<file path="src/rtl/byte_ddr_deint.sv">
module byte_ddr_deint #(
  parameter int LANE_W = 8
) (
  input  logic                  clk,
  input  logic                  rst_n,
  input  logic                  dci,
  input  logic                  frame,
  input  logic [2*LANE_W-1:0]   din,
  input  logic                  cfg_load,
  input  logic                  cfg_swap,
  input  logic                  cfg_inv,
  output logic [2*LANE_W-1:0]   ch1_data,
  output logic [2*LANE_W-1:0]   ch2_data,
  output logic [2*LANE_W-1:0]   ch3_data,
  output logic [2*LANE_W-1:0]   ch4_data,
  output logic [3:0]            ch_valid,
  output logic                  frame_err
);
  localparam int WORD_W = 2 * LANE_W;

  function automatic logic [LANE_W-1:0] rev_bits(input logic [LANE_W-1:0] b);
    logic [LANE_W-1:0] r;
    for (int i = 0; i < LANE_W; i++) r[i] = b[LANE_W-1-i];
    return r;
  endfunction

  logic              swap_q, inv_q, have_hi, hi_frame;
  logic [WORD_W-1:0] hi_q;

  wire               phase_hi = dci ^ inv_q;
  wire [LANE_W-1:0]  up_b = swap_q ? rev_bits(din[WORD_W-1:LANE_W]) : din[WORD_W-1:LANE_W];
  wire [LANE_W-1:0]  lo_b = swap_q ? rev_bits(din[LANE_W-1:0]) : din[LANE_W-1:0];
  wire [WORD_W-1:0]  up_word = {hi_q[WORD_W-1:LANE_W], up_b};
  wire [WORD_W-1:0]  lo_word = {hi_q[LANE_W-1:0], lo_b};

  always_ff @(posedge clk) begin
    if (!rst_n) begin
      swap_q    <= 1'b0;
      inv_q     <= 1'b0;
      have_hi   <= 1'b0;
      hi_frame  <= 1'b0;
      hi_q      <= '0;
      ch1_data  <= '0;
      ch2_data  <= '0;
      ch3_data  <= '0;
      ch4_data  <= '0;
      ch_valid  <= '0;
      frame_err <= 1'b0;
    end else begin
      if (cfg_load) begin
        swap_q <= cfg_swap;
        inv_q  <= cfg_inv;
      end
      ch_valid <= '0;
      if (phase_hi) begin
        hi_q     <= {up_b, lo_b};
        hi_frame <= frame;
        have_hi  <= 1'b1;
      end else if (have_hi) begin
        have_hi <= 1'b0;
        if (frame != hi_frame) begin
          frame_err <= 1'b1;
        end else if (hi_frame) begin
          ch1_data <= up_word;
          ch3_data <= lo_word;
          ch_valid <= 4'b0101;
        end else begin
          ch2_data <= up_word;
          ch4_data <= lo_word;
          ch_valid <= 4'b1010;
        end
      end
    end
  end
endmodule


</file>
<file path="config.mk">
export PLATFORM = sky130hd
export DESIGN_NAME = byte_ddr_deint
export DESIGN_NICKNAME = d
export VERILOG_FILES = /design/src/rtl/byte_ddr_deint.sv
export SDC_FILE = /design/constraint.sdc
export NUM_CORES = 1
export LEC_CHECK = 0
export ABC_CLOCK_PERIOD_IN_PS = 1490
export BUFFER_PORTS_ARGS = -buffer_cell sky130_fd_sc_hd__buf_2
export CAP_MARGIN = 10
export CORE_AREA = 2 2 75 113
export DETAILED_ROUTE_END_ITERATION = 8
export DIE_AREA = 0 0 77 115
export MAX_ROUTING_LAYER = met4
export PLACE_DENSITY = 0.71
export SETUP_SLACK_MARGIN = 0.2
export SLEW_MARGIN = 20
export SYNTH_ARGS = -nofsm -noshare
export SYNTH_HDL_FRONTEND = slang
export SYNTH_SLANG_ARGS = --single-unit
</file>
<file path="constraint.sdc">
create_clock -name clk -period 1.49 [get_ports clk]
set_input_delay 0.149 -clock clk [delete_from_list [all_inputs] [get_ports clk]]
set_output_delay 0.149 -clock clk [all_outputs]
set_load 0.02 [all_outputs]
</file>
==> results.md, run 1 <==
* Leading area contributor after synthesis: dfxtp_1
* Arr. time, crit path at 1.79 ns
* Critical Path Start Type: register
* Die footprint at 0.008855 mm^2
* Most common cell in the netlist: nand2_1
* Fin worst setup slack at -0.03513 ns
* RSZ-0062 raised after global routing: true
* DP HPWL at 5.362 mm
* FMAX at 655.7 MHz
* Worst Path Class, Setup: reg -> reg
* Area Overhead vs Synth at 30.56%
* Power Internal at 3.994 mW
* Via count at 2758
* Slew Limit Fails at 0
* Vias per inst at 4.907
* Worst-path cell chain: inv_4 > ha_4 > nor4b_4 > buf_4 > clkbuf_16 > mux2i_1
* Worst r2r dst: ch3_data[11]
* WHS Endpoint: inv_q
* Worst-margin pin slew at 0.3602 ns
* Post-Syn Instances at 359
* PD cells at 1156 mW/mm^2
* CTS Sinks at 87
* Max stage delay on crit path at 0.37 ns
* Pin count of the biggest net entering global routing at 49
* Antenna-violating nets left at 0
* Seq/Total Area, Yosys at 0.5005
* Final hold slack at 0.07471 ns
* Routability cong. at 0.7503
* Clock root cell: clkbuf_16
* Final Hold Vio Count at 0
* Vias in the first global route at 2664
* Starting density of the core at 0.4400
* Worst setup EP type: register
* DR WL/cell at 14.55 um
* Worst skew pair latency at 0.34 ns
* Avg Inst Size Synth at 9.692 um^2
* Final setup TNS at -0.3519 ns
* Clock share of power at 0.431
* CTS tree: built
* Status: finished, violations left
* GRT Total Usage at 0.1825
* Util after Layout at 0.5745
* Synth cell count leaders: 99 x nand2_1, 87 x dfxtp_1, 66 x mux2i_1
* Comb power frac at 0.102
* Synthesized cell area at 0.003480 mm^2
* Ys flop type: dfxtp_1
* Worst r2r src: hi_frame
* First-pass GRT wire length at 12.23 mm
* GRT overflow at 0
* Initial antenna violation count at 0
* R2R depth at 6
* DRC viols at 0
* Hold Path Stages at 3
* FP Rows at 40
* Die H at 115 um
* Initial DRC count at 115
* Drt total wl at 8.177 mm
* Area contributors post-synth: dfxtp_1 50%, mux2i_1 19%, nand2_1 11%
* Hold-fix buffers, CTS at 0
* CP max FO at 8
* Failing checks: setup timing
* Maximum vdd drop at 0.7523 mV
* Endpoints failing setup at 15
* PortBufs at 91
* HP Class: in -> reg
* Switching Fraction at 0.2395
* Top-area cell type share of the netlist area at 0.5005
* Max cap viols at 0
* Top-level port count at 92
* Die Span X at 77 um
* Share of layout cells above drive strength 1 at 0.3304
* Worst-case clock skew at 0.005004 ns
* EDFF count, synth at 0
* Final min period at 1.525 ns
* Leak pwr at 1.927 nW
* Post-Syn Nets at 383
* Sw power at 1.258 mW
* Diode count at 0
* Final period utilization at 1.024
* Flop pwr share at 0.467
* Nets@finish at 476
* Synth warn at 0
* Yosys reg bits at 87
* Crit-path slowest cell: dfxtp_4
* Reg clk slew, reported paths at 0.06 ns
* Asr flop ratio synth at 0
* H-tree Lvls at 3
* Slew headroom at 0.7599
* Core Region at 0.007908 mm^2
* CTS buffer count at 9
* CP Data Required Time at 1.76 ns
* DRT Pass-1 Iters at 4
* CTS max path bufs at 2
* Worst Hold Launch: cfg_inv
* Distinct cell type count of the synthesized netlist at 21
* Flop-to-flop setup slack at -0.04 ns
==> cells in the final DEF, fill, tap and decap left out, types with 2 or more instances in the layout <==
| cell type | n |
|---|---|
| nor3b_1 | 16 |
| mux2_2 | 16 |
| and2_1 | 2 |
| buf_4 | 10 |
| mux2i_1 | 65 |
| buf_12 | 4 |
| clkbuf_16 | 13 |
| dfxtp_1 | 85 |
| nor2b_1 | 3 |
| nand2_1 | 99 |
| clkinv_4 | 2 |
| buf_2 | 90 |
| nor2_1 | 32 |
| dfxtp_4 | 2 |
==> timing repair <==
| item | CTS | global route |
|---|---|---|
| gates cloned | 1 | 4 |
| gates resized for setup | 2 | 8 |
| buffers inserted | 0 | 3 |
| pin swaps | 0 | 1 |
| endpoints found under the setup margin | 34 | 50 |
==> power by group through the flow <==
stage               clock network [mW]  logic [mW]  registers (mW)
finish                            2.26       0.535            2.45
global route                      2.42       0.587            2.46
CTS                               2.33       0.511            2.45
detailed placement                   0       0.499            2.50
global placement                     0       0.490            2.50
floorplan                            0       0.318            2.53
==> critical path: cells and delay by family, from the launching register on <==
family / cells / cell delay, ns
adders and majority gates: 1 / 0.22
muxes: 1 / 0.17
and+or+nand+nor: 1 / 0.27
DFF: 1 / 0.37
buffers and inverters: 3 / 0.42
==> area by class of cell <==
class / count / area (um^2)
clock inverter: 6 / 68.82
tap: 105 / 131.4
sequential: 87 / 1749
inverter: 2 / 10.01
clock buffer: 10 / 239.0
timing repair buffer: 110 / 744.5
multi-input combinational: 242 / 1600
fill: 733 / 3364
==> sequential cells by signal, summed over array words and instances, names as in the netlist <==
signal,flops
swap_q,1
ch4_data,16
inv_q,1
ch3_data,16
ch2_data,16
ch_valid,2
ch1_data,16
have_hi,1
frame_err,1
hi_q,16
hi_frame,1
==> stage by stage <==
stage | cells | instance area [um^2] | total power, mW | setup WS (ns)
after detailed placement | 538 | 4066 | 3.003 | -0.004611
final | 562 | 4543 | 5.252 | -0.03513
after floorplan | 359 | 3518 | 2.845 | 0.1320
after global placement | 538 | 4066 | 2.993 | 0.05584
after global routing | 562 | 4543 | 5.463 | -0.07636
after CTS | 555 | 4405 | 5.294 | -0.02326
==> how the worst max path moves through the flow <==
stage / depth (start not counted) / to / startpoint
2_1_floorplan: 6 / ch3_data[0] / hi_frame
3_3_place_gp: 5 / ch1_data[0] / hi_frame
3_5_place_dp: 5 / ch1_data[8] / hi_frame
4_1_cts: 5 / ch3_data[14] / hi_frame
5_1_grt: 6 / ch3_data[1] / hi_frame
6_report: 6 / ch3_data[11] / hi_frame
==> cell families (layout without fill, tap and decap cells) <==
kind of cell / Yosys count / after routing / share of synthesized area
AOI/OAI and AO/OA: 2 / 2 / 0.003957
DFF: 87 / 87 / 0.5005
buffers and inverters: 30 / 128 / 0.05214
xor gates and xnor gates: 2 / 2 / 0.007193
muxes: 82 / 82 / 0.2416
adders and majority gates: 1 / 1 / 0.003595
and+or+nand+nor: 155 / 155 / 0.1909
==> per-layer routing <==
layer	vias up	GRT usage	share of wire	wire, um
li1	1362	-	-	-
met1	1303	0.1900	0.40	3294
met2	70	0.3246	0.53	4334
met3	23	0.02904	0.034	281
met4	0	0.1083	0.033	267
met5	-	-	0	0
Note: power is estimated with default switching activity, not from simulation.
==> run 2: changes to the inputs <==
--- a/config.mk
+++ b/config.mk
@@ -6,13 +6,12 @@
 export NUM_CORES = 1
 export LEC_CHECK = 0
 export ABC_CLOCK_PERIOD_IN_PS = 1490
-export BUFFER_PORTS_ARGS = -buffer_cell sky130_fd_sc_hd__buf_2
 export CAP_MARGIN = 10
-export CORE_AREA = 2 2 75 113
+export CORE_AREA = 2 2 87 98
 export DETAILED_ROUTE_END_ITERATION = 8
-export DIE_AREA = 0 0 77 115
+export DIE_AREA = 0 0 89 100
+export DONT_BUFFER_PORTS = 1
 export MAX_ROUTING_LAYER = met4
-export PLACE_DENSITY = 0.71
 export SETUP_SLACK_MARGIN = 0.2
 export SLEW_MARGIN = 20
 export SYNTH_ARGS = -nofsm -noshare
==> run 2 against run 1 <==
  * Critical path depth down 1
  * The flow still finishes with violations (setup timing)
  * Via count shrank 1.3%
  * Clock skew grew 0.0053 ns
  * Flip-flop and latch count unchanged
  * Highest routed layer unchanged
  * Global-route usage rose by 1.8 points
  * Cell count decreased by 4.1%
  * Worst hold slack got worse by 0.054 ns
  * Final area is 2.7% higher
  * Die area increased by 0.51%
  * Register-to-register slack improved by 0.02 ns
  * Count of clock-buffer cells in the layout is 1 higher
  * Largest cell class unchanged
  * Core utilization is 0.44 points higher
==> results.md, run 2 (synthesized netlist as in run 1, its figures left out) <==
* Multi-input gate area at 0.001634 mm^2 (was 0.001600 mm^2)
* DP HPWL at 4.864 mm (was 5.362 mm)
* Via count at 2723 (was 2758)
* Fin worst setup slack at -0.01206 ns (was -0.03513 ns)
* Final min period at 1.502 ns (was 1.525 ns)
* Flop pwr share at 0.544 (was 0.467)
* Final period utilization at 1.008 (was 1.024)
* Final Power at 4.575 mW (was 5.252 mW)
* FMAX at 665.8 MHz (was 655.7 MHz)
* Clock root cell: clkbuf_8 (was clkbuf_16)
* Die footprint at 0.008900 mm^2 (was 0.008855 mm^2)
* Leak pwr at 1.543 nW (was 1.927 nW)
* Starting density of the core at 0.4318 (was 0.4400)
* Dpl ws at 0.0006051 ns (was -0.004611 ns)
* DRT Pass-1 Iters at 5 (was 4)
* Share of layout cells above drive strength 1 at 0.1706 (was 0.3304)
* Die H at 100 um (was 115 um)
* CTS max path bufs at 2 (unchanged)
* H-tree Lvls at 3 (unchanged)
* CTS Sinks at 87 (unchanged)
* First-pass GRT wire length at 13.43 mm (was 12.23 mm)
* Worst-margin pin slew at 0.4027 ns (was 0.3602 ns)
* RSZ-0062 raised after global routing: true (unchanged)
* Reg clk slew, reported paths at 0.09 ns (was 0.06 ns)
* Diode count at 0 (unchanged)
* DR WL/cell at 16.28 um (was 14.55 um)
* Sw power at 1.205 mW (was 1.258 mW)
* Core Region at 0.008058 mm^2 (was 0.007908 mm^2)
* Register area at 0.001752 mm^2 (was 0.001749 mm^2)
* Routability cong. at 0.7930 (was 0.7503)
* Final hold slack at 0.02084 ns (was 0.07471 ns)
* Fillcell total at 741 (was 733)
* Final setup TNS at -0.01206 ns (was -0.3519 ns)
* PortBufs at 0 (was 91)
* Vias in the first global route at 2797 (was 2664)
* Vias per inst at 5.052 (was 4.907)
* Die Span X at 89 um (was 77 um)
* Worst-path cell chain: xor2_2 > nor4b_4 > buf_4 > buf_8 > mux2i_1 (was inv_4 > ha_4 > nor4b_4 > buf_4 > clkbuf_16 > mux2i_1)
* Commonest cells after routing, fill and taps aside: 99 x nand2_1, 81 x dfxtp_1, 65 x mux2i_1 (was 99 x nand2_1, 90 x buf_2, 85 x dfxtp_1)
* Slew Limit Fails at 0 (unchanged)
* Switching Fraction at 0.2634 (was 0.2395)
* FP Rows at 35 (was 40)
* GRT overflow at 0 (unchanged)
* PD cells at 980.9 mW/mm^2 (was 1156 mW/mm^2)
* Critical Path Start Type: register (unchanged)
* Failing checks: setup timing (unchanged)
* CP max FO at 5 (was 8)
* Clock share of power at 0.347 (was 0.431)
* Comb power frac at 0.110 (was 0.102)
* Final Hold Vio Count at 0 (unchanged)
* Max stage delay on crit path at 0.36 ns (was 0.37 ns)
* Slew headroom at 0.7312 (was 0.7599)
* Drt total wl at 8.777 mm (was 8.177 mm)
* Max cap viols at 0 (unchanged)
* Top-level port count at 92 (unchanged)
* GRT Total Usage at 0.2010 (was 0.1825)
* Area Overhead vs Synth at 34.05% (was 30.56%)
* Initial DRC count at 43 (was 115)
* Crit-path slowest cell: dfxtp_4 (unchanged)
* Most common cell after layout, fill and taps aside: nand2_1 (unchanged)
* DRC viols at 0 (unchanged)
* CTS buffer count at 9 (unchanged)
* Worst skew pair latency at 0.35 ns (was 0.34 ns)
* Worst Path Class, Setup: reg -> reg (unchanged)
* CTS tree: built (unchanged)
* Status: finished, violations left (unchanged)
* Worst setup EP type: register (unchanged)
* Power Internal at 3.370 mW (was 3.994 mW)
* HP Class: in -> reg (unchanged)
* Endpoints failing setup at 1 (was 15)
* Maximum vdd drop at 0.7375 mV (was 0.7523 mV)
* CP Data Required Time at 1.76 ns (about the same)
* Nets@finish at 447 (was 476)
* Initial antenna violation count at 0 (unchanged)
* Antenna-violating nets left at 0 (unchanged)
* Worst-case clock skew at 0.01032 ns (was 0.005004 ns)
* Arr. time, crit path at 1.78 ns (was 1.79 ns)
* Pin count of the biggest net entering global routing at 62 (was 49)
run 2: final timing paths:
check                              start      endpoint  slack (ns)  cells past startpoint
worst max-delay path               inv_q  ch1_data[12]       -0.01                      5
worst min-delay path               rst_n   ch3_data[7]        0.02                      2
worst max register to register     inv_q  ch1_data[12]       -0.01                      5
worst min register to register  hi_q[10]      hi_q[10]        0.50                      2
run 2: final cells by class:
class                   instances  share of cell area
multi-input cells             242              0.3503
repair buffers                 81              0.2017
inverters                       2            0.001609
well taps                     111             0.02977
flip-flops and latches         87              0.3755
clock buffers                  11             0.03246
clock inverters                 5            0.008584
run 2: metrics by stage:
stage,std cells,cell area [um^2],utilization
floorplan,359,3518,-
global route,539,4664,0.5789
CTS,533,4467,0.5543
global placement,450,3568,0.4429
detailed placement,450,3568,0.4429
finish,539,4664,0.5789
run 2: routing by layer:
layer / share of wire / global-route usage / wire [um]
met5: 0 / - / 0
met4: 0.013 / 0.06200 / 115
met3: 0.059 / 0.04770 / 514
met2: 0.50 / 0.3364 / 4363
met1: 0.43 / 0.2381 / 3783
run 2: what timing repair did:
item / in CTS / in global routing
endpoints found under the setup margin: 33 / 77
gates resized for setup: 9 / 20
setup buffers: 6 / 1
hold buffers: 59 / 0
gates cloned: 2 / 5
pin swaps: 0 / 1
hold endpoints to repair: 87 / 0
run 2: worst max-delay path, delay by kind of cell (launching register included):
family,cells,cell delay (ns)
xor+xnor,1,0.20
mux,1,0.22
flops,1,0.36
simple gates,1,0.31
buf+inv,2,0.34
run 2: power groups by stage:
stage | Sequential, mW | Clock, mW | Combinational (mW)
final | 2.49 | 1.59 | 0.501
after detailed placement | 2.54 | 0 | 0.354
after floorplan | 2.53 | 0 | 0.318
after global placement | 2.54 | 0 | 0.348
after global routing | 2.50 | 1.70 | 0.550
after CTS | 2.49 | 1.62 | 0.447
